===== config.mk =====
export PLATFORM = sky130hd
export DESIGN_NAME = adc_ilv_backend
export DESIGN_NICKNAME = d
export VERILOG_FILES = /design/src/rtl/adc_ilv_pkg.sv /design/src/rtl/adc_stage_merge.sv /design/src/rtl/adc_ofs_regs.sv /design/src/rtl/adc_lane_hold.sv /design/src/rtl/adc_lane_seq.sv /design/src/rtl/adc_ilv_backend.sv
export SDC_FILE = /design/constraint.sdc
export NUM_CORES = 1
export LEC_CHECK = 0
export ABC_AREA = 1
export BUFFER_PORTS_ARGS = -buffer_cell sky130_fd_sc_hd__buf_4
export CAP_MARGIN = 10
export CORE_MARGIN = 2
export CORE_UTILIZATION = 55
export DETAILED_ROUTE_END_ITERATION = 16
export GPL_ROUTABILITY_DRIVEN = 1
export PLACE_DENSITY = 0.75
export SLEW_MARGIN = 20
export SYNTH_ARGS = -nofsm -noshare
export SYNTH_HDL_FRONTEND = slang
export SYNTH_SLANG_ARGS = --single-unit

===== constraint.sdc =====
create_clock -name clk -period 4.3 [get_ports clk]
set_input_delay 0 -clock clk [delete_from_list [all_inputs] [get_ports clk]]
set_output_delay 0 -clock clk [all_outputs]
set_load 0.01 [all_outputs]

===== src/rtl/adc_ilv_pkg.sv =====
package adc_ilv_pkg;
  // Weight of fine-stage bit idx; bit dup_idx repeats the weight of the bit above it.
  function automatic int fine_weight(input int idx, input int dup_idx);
    if (idx > dup_idx) return 1 << (idx - 1);
    return 1 << idx;
  endfunction
endpackage


===== src/rtl/adc_stage_merge.sv =====
module adc_stage_merge
  import adc_ilv_pkg::*;
#(
  parameter int CRS_W   = 4,
  parameter int FIN_W   = 9,
  parameter int DUP_BIT = 3,
  parameter int OUT_W   = 11,
  parameter int OFS_W   = 8,
  parameter int MID     = 1088
) (
  input  logic [CRS_W-1:0] coarse,
  input  logic [FIN_W-1:0] fine,
  input  logic [OFS_W-1:0] ofs,
  output logic [OUT_W-1:0] val,
  output logic             sat
);
  localparam int SUM_W = OUT_W + 3;
  localparam logic signed [SUM_W-1:0] HI = SUM_W'((1 << (OUT_W - 1)) - 1);
  localparam logic signed [SUM_W-1:0] LO = -HI - SUM_W'(1);

  logic signed [SUM_W-1:0] acc;

  always_comb begin
    // coarse LSB sits on the fine MSB weight (one bit of overlap)
    acc = SUM_W'(coarse) << (FIN_W - 2);
    for (int i = 0; i < FIN_W; i++) begin
      if (fine[i]) acc = acc + SUM_W'(fine_weight(i, DUP_BIT));
    end
    acc = acc - SUM_W'(MID) + SUM_W'($signed(ofs));
    if (acc > HI) begin
      val = HI[OUT_W-1:0];
      sat = 1'b1;
    end else if (acc < LO) begin
      val = LO[OUT_W-1:0];
      sat = 1'b1;
    end else begin
      val = acc[OUT_W-1:0];
      sat = 1'b0;
    end
  end
endmodule


===== src/rtl/adc_ofs_regs.sv =====
module adc_ofs_regs #(
  parameter int LANES = 4,
  parameter int OFS_W = 8
) (
  input  logic                        clk,
  input  logic                        rst_n,
  input  logic                        cfg_we,
  input  logic [$clog2(LANES)-1:0]    cfg_lane,
  input  logic [OFS_W-1:0]            cfg_data,
  output logic [LANES-1:0][OFS_W-1:0] ofs
);
  logic [LANES-1:0][OFS_W-1:0] ofs_d, ofs_q;

  always_comb begin
    ofs_d = ofs_q;
    if (cfg_we) ofs_d[cfg_lane] = cfg_data;
  end

  always_ff @(posedge clk or negedge rst_n) begin
    if (!rst_n) ofs_q <= '0;
    else        ofs_q <= ofs_d;
  end

  assign ofs = ofs_q;

  for (genvar g = 0; g < LANES; g++) begin : g_chk
    // a write lands in the addressed lane only
    p_ofs_write_r6: assert property (@(posedge clk) disable iff (!rst_n)
      (cfg_we && cfg_lane == g) |=> ofs_q[g] == $past(cfg_data));
    p_ofs_keep_r6: assert property (@(posedge clk) disable iff (!rst_n)
      (!cfg_we || cfg_lane != g) |=> $stable(ofs_q[g]));
  end
endmodule


===== src/rtl/adc_lane_hold.sv =====
module adc_lane_hold #(
  parameter int OUT_W = 11
) (
  input  logic             clk,
  input  logic             rst_n,
  input  logic             in_vld,
  input  logic [OUT_W-1:0] in_val,
  input  logic             in_sat,
  input  logic             take,
  output logic             full,
  output logic [OUT_W-1:0] q_val,
  output logic             q_sat
);
  logic full_d, full_q;
  logic [OUT_W-1:0] val_q;
  logic sat_q;

  always_comb begin
    full_d = full_q;
    if (take)   full_d = 1'b0;
    if (in_vld) full_d = 1'b1;
  end

  always_ff @(posedge clk or negedge rst_n) begin
    if (!rst_n) begin
      full_q <= 1'b0;
      val_q  <= '0;
      sat_q  <= 1'b0;
    end else begin
      full_q <= full_d;
      if (in_vld) begin
        val_q <= in_val;
        sat_q <= in_sat;
      end
    end
  end

  assign full  = full_q;
  assign q_val = val_q;
  assign q_sat = sat_q;

  // no new sample into a lane that still holds one and is not draining
  p_no_overrun_r9: assert property (@(posedge clk) disable iff (!rst_n)
    (in_vld && full_q) |-> take);
  // only a held sample is taken
  p_take_full_r8: assert property (@(posedge clk) disable iff (!rst_n)
    take |-> full_q);
endmodule


===== src/rtl/adc_lane_seq.sv =====
module adc_lane_seq #(
  parameter int LANES = 4,
  parameter int OUT_W = 11
) (
  input  logic                        clk,
  input  logic                        rst_n,
  input  logic [LANES-1:0]            full,
  input  logic [LANES-1:0][OUT_W-1:0] hold_val,
  input  logic [LANES-1:0]            hold_sat,
  output logic [LANES-1:0]            take,
  output logic                        out_vld,
  output logic [OUT_W-1:0]            out_data,
  output logic                        out_sat,
  output logic [$clog2(LANES)-1:0]    out_lane
);
  localparam int LN_W = $clog2(LANES);
  localparam logic [LN_W-1:0] LAST = LN_W'(LANES - 1);

  logic [LN_W-1:0]  ptr_d, ptr_q, lane_q;
  logic             vld_d, vld_q, sat_q;
  logic [OUT_W-1:0] data_q;

  always_comb begin
    ptr_d = ptr_q;
    take  = '0;
    vld_d = 1'b0;
    if (full[ptr_q]) begin
      take[ptr_q] = 1'b1;
      vld_d       = 1'b1;
      ptr_d       = (ptr_q == LAST) ? '0 : ptr_q + LN_W'(1);
    end
  end

  always_ff @(posedge clk or negedge rst_n) begin
    if (!rst_n) begin
      ptr_q  <= '0;
      vld_q  <= 1'b0;
      data_q <= '0;
      sat_q  <= 1'b0;
      lane_q <= '0;
    end else begin
      ptr_q <= ptr_d;
      vld_q <= vld_d;
      if (vld_d) begin
        data_q <= hold_val[ptr_q];
        sat_q  <= hold_sat[ptr_q];
        lane_q <= ptr_q;
      end
    end
  end

  assign out_vld  = vld_q;
  assign out_data = data_q;
  assign out_sat  = sat_q;
  assign out_lane = lane_q;

  // checker state: lane of the previous emitted word
  logic [LN_W-1:0] chk_last_q, chk_next;
  assign chk_next = (chk_last_q == LAST) ? '0 : chk_last_q + LN_W'(1);
  always_ff @(posedge clk or negedge rst_n) begin
    if (!rst_n)     chk_last_q <= LAST;
    else if (vld_q) chk_last_q <= lane_q;
  end

  // words leave in strict lane order
  p_lane_order_r7: assert property (@(posedge clk) disable iff (!rst_n)
    vld_q |-> lane_q == chk_next);
  // a clamped word sits on a range limit
  p_sat_limit_r5: assert property (@(posedge clk) disable iff (!rst_n)
    (vld_q && sat_q) |-> (data_q == {1'b0, {(OUT_W-1){1'b1}}} ||
                          data_q == {1'b1, {(OUT_W-1){1'b0}}}));
endmodule


===== src/rtl/adc_ilv_backend.sv =====
module adc_ilv_backend #(
  parameter int LANES   = 4,
  parameter int CRS_W   = 4,
  parameter int FIN_W   = 9,
  parameter int DUP_BIT = 3,
  parameter int OUT_W   = 11,
  parameter int OFS_W   = 8,
  parameter int MID     = 1088
) (
  input  logic                       clk,
  input  logic                       rst_n,
  input  logic [LANES-1:0]           lane_vld,
  input  logic [LANES*CRS_W-1:0]     lane_coarse,
  input  logic [LANES*FIN_W-1:0]     lane_fine,
  input  logic                       cfg_we,
  input  logic [$clog2(LANES)-1:0]   cfg_lane,
  input  logic [OFS_W-1:0]           cfg_data,
  output logic                       out_vld,
  output logic [OUT_W-1:0]           out_data,
  output logic                       out_sat,
  output logic [$clog2(LANES)-1:0]   out_lane
);
  logic [1:0] rst_sync_q;
  logic       rst_q_n;

  always_ff @(posedge clk or negedge rst_n) begin
    if (!rst_n) rst_sync_q <= 2'b00;
    else        rst_sync_q <= {rst_sync_q[0], 1'b1};
  end
  assign rst_q_n = rst_sync_q[1];

  logic [LANES-1:0][OFS_W-1:0] ofs;
  logic [LANES-1:0][OUT_W-1:0] m_val, h_val;
  logic [LANES-1:0]            m_sat, h_sat, full, take;

  adc_ofs_regs #(.LANES(LANES), .OFS_W(OFS_W)) u_ofs (
    .clk(clk), .rst_n(rst_q_n), .cfg_we(cfg_we), .cfg_lane(cfg_lane),
    .cfg_data(cfg_data), .ofs(ofs));

  for (genvar g = 0; g < LANES; g++) begin : g_lane
    adc_stage_merge #(.CRS_W(CRS_W), .FIN_W(FIN_W), .DUP_BIT(DUP_BIT),
                      .OUT_W(OUT_W), .OFS_W(OFS_W), .MID(MID)) u_merge (
      .coarse(lane_coarse[g*CRS_W +: CRS_W]), .fine(lane_fine[g*FIN_W +: FIN_W]),
      .ofs(ofs[g]), .val(m_val[g]), .sat(m_sat[g]));

    adc_lane_hold #(.OUT_W(OUT_W)) u_hold (
      .clk(clk), .rst_n(rst_q_n), .in_vld(lane_vld[g]), .in_val(m_val[g]),
      .in_sat(m_sat[g]), .take(take[g]), .full(full[g]), .q_val(h_val[g]),
      .q_sat(h_sat[g]));
  end

  adc_lane_seq #(.LANES(LANES), .OUT_W(OUT_W)) u_seq (
    .clk(clk), .rst_n(rst_q_n), .full(full), .hold_val(h_val), .hold_sat(h_sat),
    .take(take), .out_vld(out_vld), .out_data(out_data), .out_sat(out_sat),
    .out_lane(out_lane));

  // quiet while the internal reset is held
  p_reset_quiet_r1: assert property (@(posedge clk) !rst_q_n |=> !out_vld);
endmodule


==> impl_metrics.csv <==
group,metric,value,unit
outcome,status,"finished, final reports clean",
logic_synthesis,synth_mux_area_frac,0.00110,
routing,totalWireLength,20500,um
timing,worst_clock_skew,9.54,ps
worst_hold_path,holdPathStages,3,
logic_synthesis,syn_area,9130,um^2
pwr,p_clk_frac,0.150,
floorplanning,die_w,133,um
clock_tree,cts_tree,"done",
grt,grt_pass1_wl,34700,um
pwr,powerDensity,519,nW/um^2
setup_path,arrival,3520,ps
timing,max_clock_freq,302,MHz
pwr,swShare,0.461,
logic_synthesis,synth_fa_ha_area_frac,0.179,
pwr,seqPwrFrac,0.295,
timing,tightest_slew,939,ps
routing,detail-route-antenna-nets,0,
routing,first_iter_violations,507,
pwr,cellLeakagePower,5.56,nW
setup_path,worst-path-max-fanout,11,
grt,grt_pass1_vias,7324,
timing,slew_headroom,0.372,
setup_path,reg2regPathDepth,13,
floorplanning,die_height,133,um
floorplanning,dieArea,17600,um^2
timing,hold_viol,0,
pwr,power_switching,0.00247,W
routing,vias,8042,
logic_synthesis,ys_seq_area_frac,0.282,
placed_design,dp_hpwl,16900,um
routing,drc,0,
clock_tree,clk_pin_slew,70,ps
floorplanning,pin_count,84,
flow_run,maxCapViolCount,0,
grt,grt_util_all_layers,0.242,
setup_path,worstPathRequired,4510,ps
logic_synthesis,synth_compound_area_frac,0.111,
timing,slew_viol_final,0,
placed_design,placed_cell_area,9900,um^2
logic_synthesis,synthDistinctLibCells,30,
cells_and_area,n_fill_cell,1553,
clock_tree,max-clock-path-buffers,2,
grt,antenna_found_initial,0,
timing,finalCriticalPeriod,3310,ps
setup_path,path_class,"input pin to register",
pwr,p_comb_frac,0.556,
clock_tree,cts-htree-levels,3,
logic_synthesis,synth_area_leaders,"dfrtp_1 (28%), ha_1 (17%), nand2_1 (13%)",
placed_design,port_buffers,83,
logic_synthesis,yosysWarnings,0,
cells_and_area,design_area,10300,um^2
logic_synthesis,synth-xor-area-share,0.0528,
setup_path,r2r_setup_slack,1470,ps
cells_and_area,fin_nets,1554,
placed_design,place.gp.congestion,0.968,
routing,wl_per_cell,12.9,um
timing,rsz0062_at_grt,"no",
cells_and_area,area_delta_synth_final,13.1,%
grt,overflow,0,
cells_and_area,layout-drive-gt1-share,0.128,
clock_tree,post-cts-setup-buffer-count,0,
clock_tree,root_buffer,"clkbuf_16",
cells_and_area,antennaDiodeCount,0,
timing,min_period_over_period,0.770,
timing,setup_tns,0,ps
logic_synthesis,yosys_register_bits,103,
logic_synthesis,synth_top_area_cell,"dfrtp_1",
logic_synthesis,synthSimpleGateAreaFrac,0.274,
clock_tree,worstSkewPairLatency,360,ps
grt,grt_max_degree,78,
worst_hold_path,min_path_type,"input pin to register",
pwr,vdd_ir_drop_max,0.000291,V
floorplanning,initial_utilization,0.556,
cells_and_area,layout_commonest_cell,"nand2_1",
clock_tree,cts_buffers,9,
logic_synthesis,syn_avg_cell_area,7.17,um^2
pwr,internal_power,0.00289,W
floorplanning,core_area,16400,um^2
logic_synthesis,synth_top_cell_area_share,0.282,
routing,via_per_inst,5.08,
setup_path,crit_path_start_kind,"input pin",
routing,first_pass_iters,5,
clock_tree,cts_sinks,103,
cells_and_area,layout_common_cells,"nand2_1 (312), inv_1 (197), nor2_1 (153)",
logic_synthesis,synth_top_family_by_area,"simple AND/OR/NAND/NOR gates",
floorplanning,rows,47,
logic_synthesis,netlist_instances,1272,
pwr,fin_total_pwr,0.00536,W
setup_path,worstSetupEndpointType,"register",
timing,setup_viol,0,
==> final cells by class <==
cell class / instances / area (um^2) / area share
clock buffer: 9 / 225 / 0.0218
clock inverter: 7 / 65.1 / 0.00630
inverter: 197 / 739 / 0.0716
multi-input combinational: 948 / 5650 / 0.548
sequential: 103 / 2580 / 0.250
tap: 220 / 275 / 0.0267
timing repair buffer: 98 / 781 / 0.0756
==> power groups by stage <==
stage | Clock (W) | Sequential [W] | Combinational [W]
finish | 0.000802 | 0.00158 | 0.00298
global placement | 0 | 0.00159 | 0.00290
global route | 0.000853 | 0.00163 | 0.00343
detailed placement | 0 | 0.00161 | 0.00295
floorplan | 0 | 0.00155 | 0.00232
CTS | 0.000821 | 0.00159 | 0.00297
==> state kept, by name, indices dropped and copies added (netlist names), 2 cells and up <==
register / flops
g_lane.u_hold.q_val: 44
u_ofs.ofs: 32
u_seq.out_data: 11
g_lane.u_hold.full: 4
g_lane.u_hold.q_sat: 4
rst_sync_q: 2
u_seq.out_lane: 2
u_seq.ptr_q: 2
==> synth_stat cells, drive strengths merged <==
cell and number:
nand2 327, nand3 61, a31oi 13, ha 124, fa 4, nand4 36, mux2i 1, nor2 161
nor3 1, and3b 1, clkbuf 13, a41oi 1, a31o 1, a21oi 81, o21ai 74, xor2 22
buf 14, dfrtp 103, o21bai 2, xnor2 33, conb 2, inv 197
==> stage by stage <==
stage          setup slack (ps)   util  hold WS (ps)  cells
3_5_place_dp                636  0.604          -214   1555
5_1_grt                     589  0.629          13.8   1582
6_report                    990  0.629          7.98   1582
3_3_place_gp                709  0.604          -216   1555
2_1_floorplan              1220      -          -296   1275
4_1_cts                     999  0.627          6.04   1581
==> worst paths after layout <==
kind,from,to
max,lane_fine[21],g_lane[2].u_hold.q_val[0]$_DFFE_PN0P_
min,cfg_data[6],u_ofs.ofs[22]$_DFFE_PN0P_
max reg2reg,u_ofs.ofs[23]$_DFFE_PN0P_,g_lane[2].u_hold.q_val[0]$_DFFE_PN0P_
min reg2reg,rst_sync_q[1]$_DFF_PN0_,u_ofs.ofs[6]$_DFFE_PN0P_
max in group asynchronous,rst_sync_q[1]$_DFF_PN0_,g_lane[2].u_hold.q_val[0]$_DFFE_PN0P_
min in group asynchronous,rst_sync_q[1]$_DFF_PN0_,u_ofs.ofs[6]$_DFFE_PN0P_
==> routing by layer <==
metal	vias up	global-route usage	share of wire
li1	4237	-	-
met1	3608	0.337	0.48
met2	178	0.395	0.46
met3	19	0.0368	0.046
met4	0	0.0621	0.014
met5	-	0	0
==> worst max-delay path: stages <==
cell and delay, ps:
buf_4 110, ha_1 190, ha_1 200, ha_1 210
nand2_1 100, xnor2_1 190, ha_1 200, nand2_1 70
xnor2_1 130, ha_1 280, inv_1 50, ha_1 370
nand2_2 100, nor2_2 140, nand3_1 130, nand3_1 130
nand2_1 60, nand2_1 60, nand3_1 90, a21oi_2 560
a21oi_1 130
==> logic make-up (layout without fill, tap and decap cells) <==
| logic type | count (synthesis) | in the layout |
|---|---|---|
| simple gates | 587 | 587 |
| buf+inv | 224 | 311 |
| compound gates | 172 | 172 |
| fa+ha+maj | 128 | 128 |
| flops | 103 | 103 |
| xor+xnor | 55 | 55 |
| other cells | 2 | 5 |
| mux | 1 | 1 |
==> repair_timing <==
item,4_1_cts,5_1_grt
gates resized for setup,0,0
hold buffers,10,0
endpoints found under the hold margin,52,0
No activity file was read; power rests on OpenSTA's default activity.
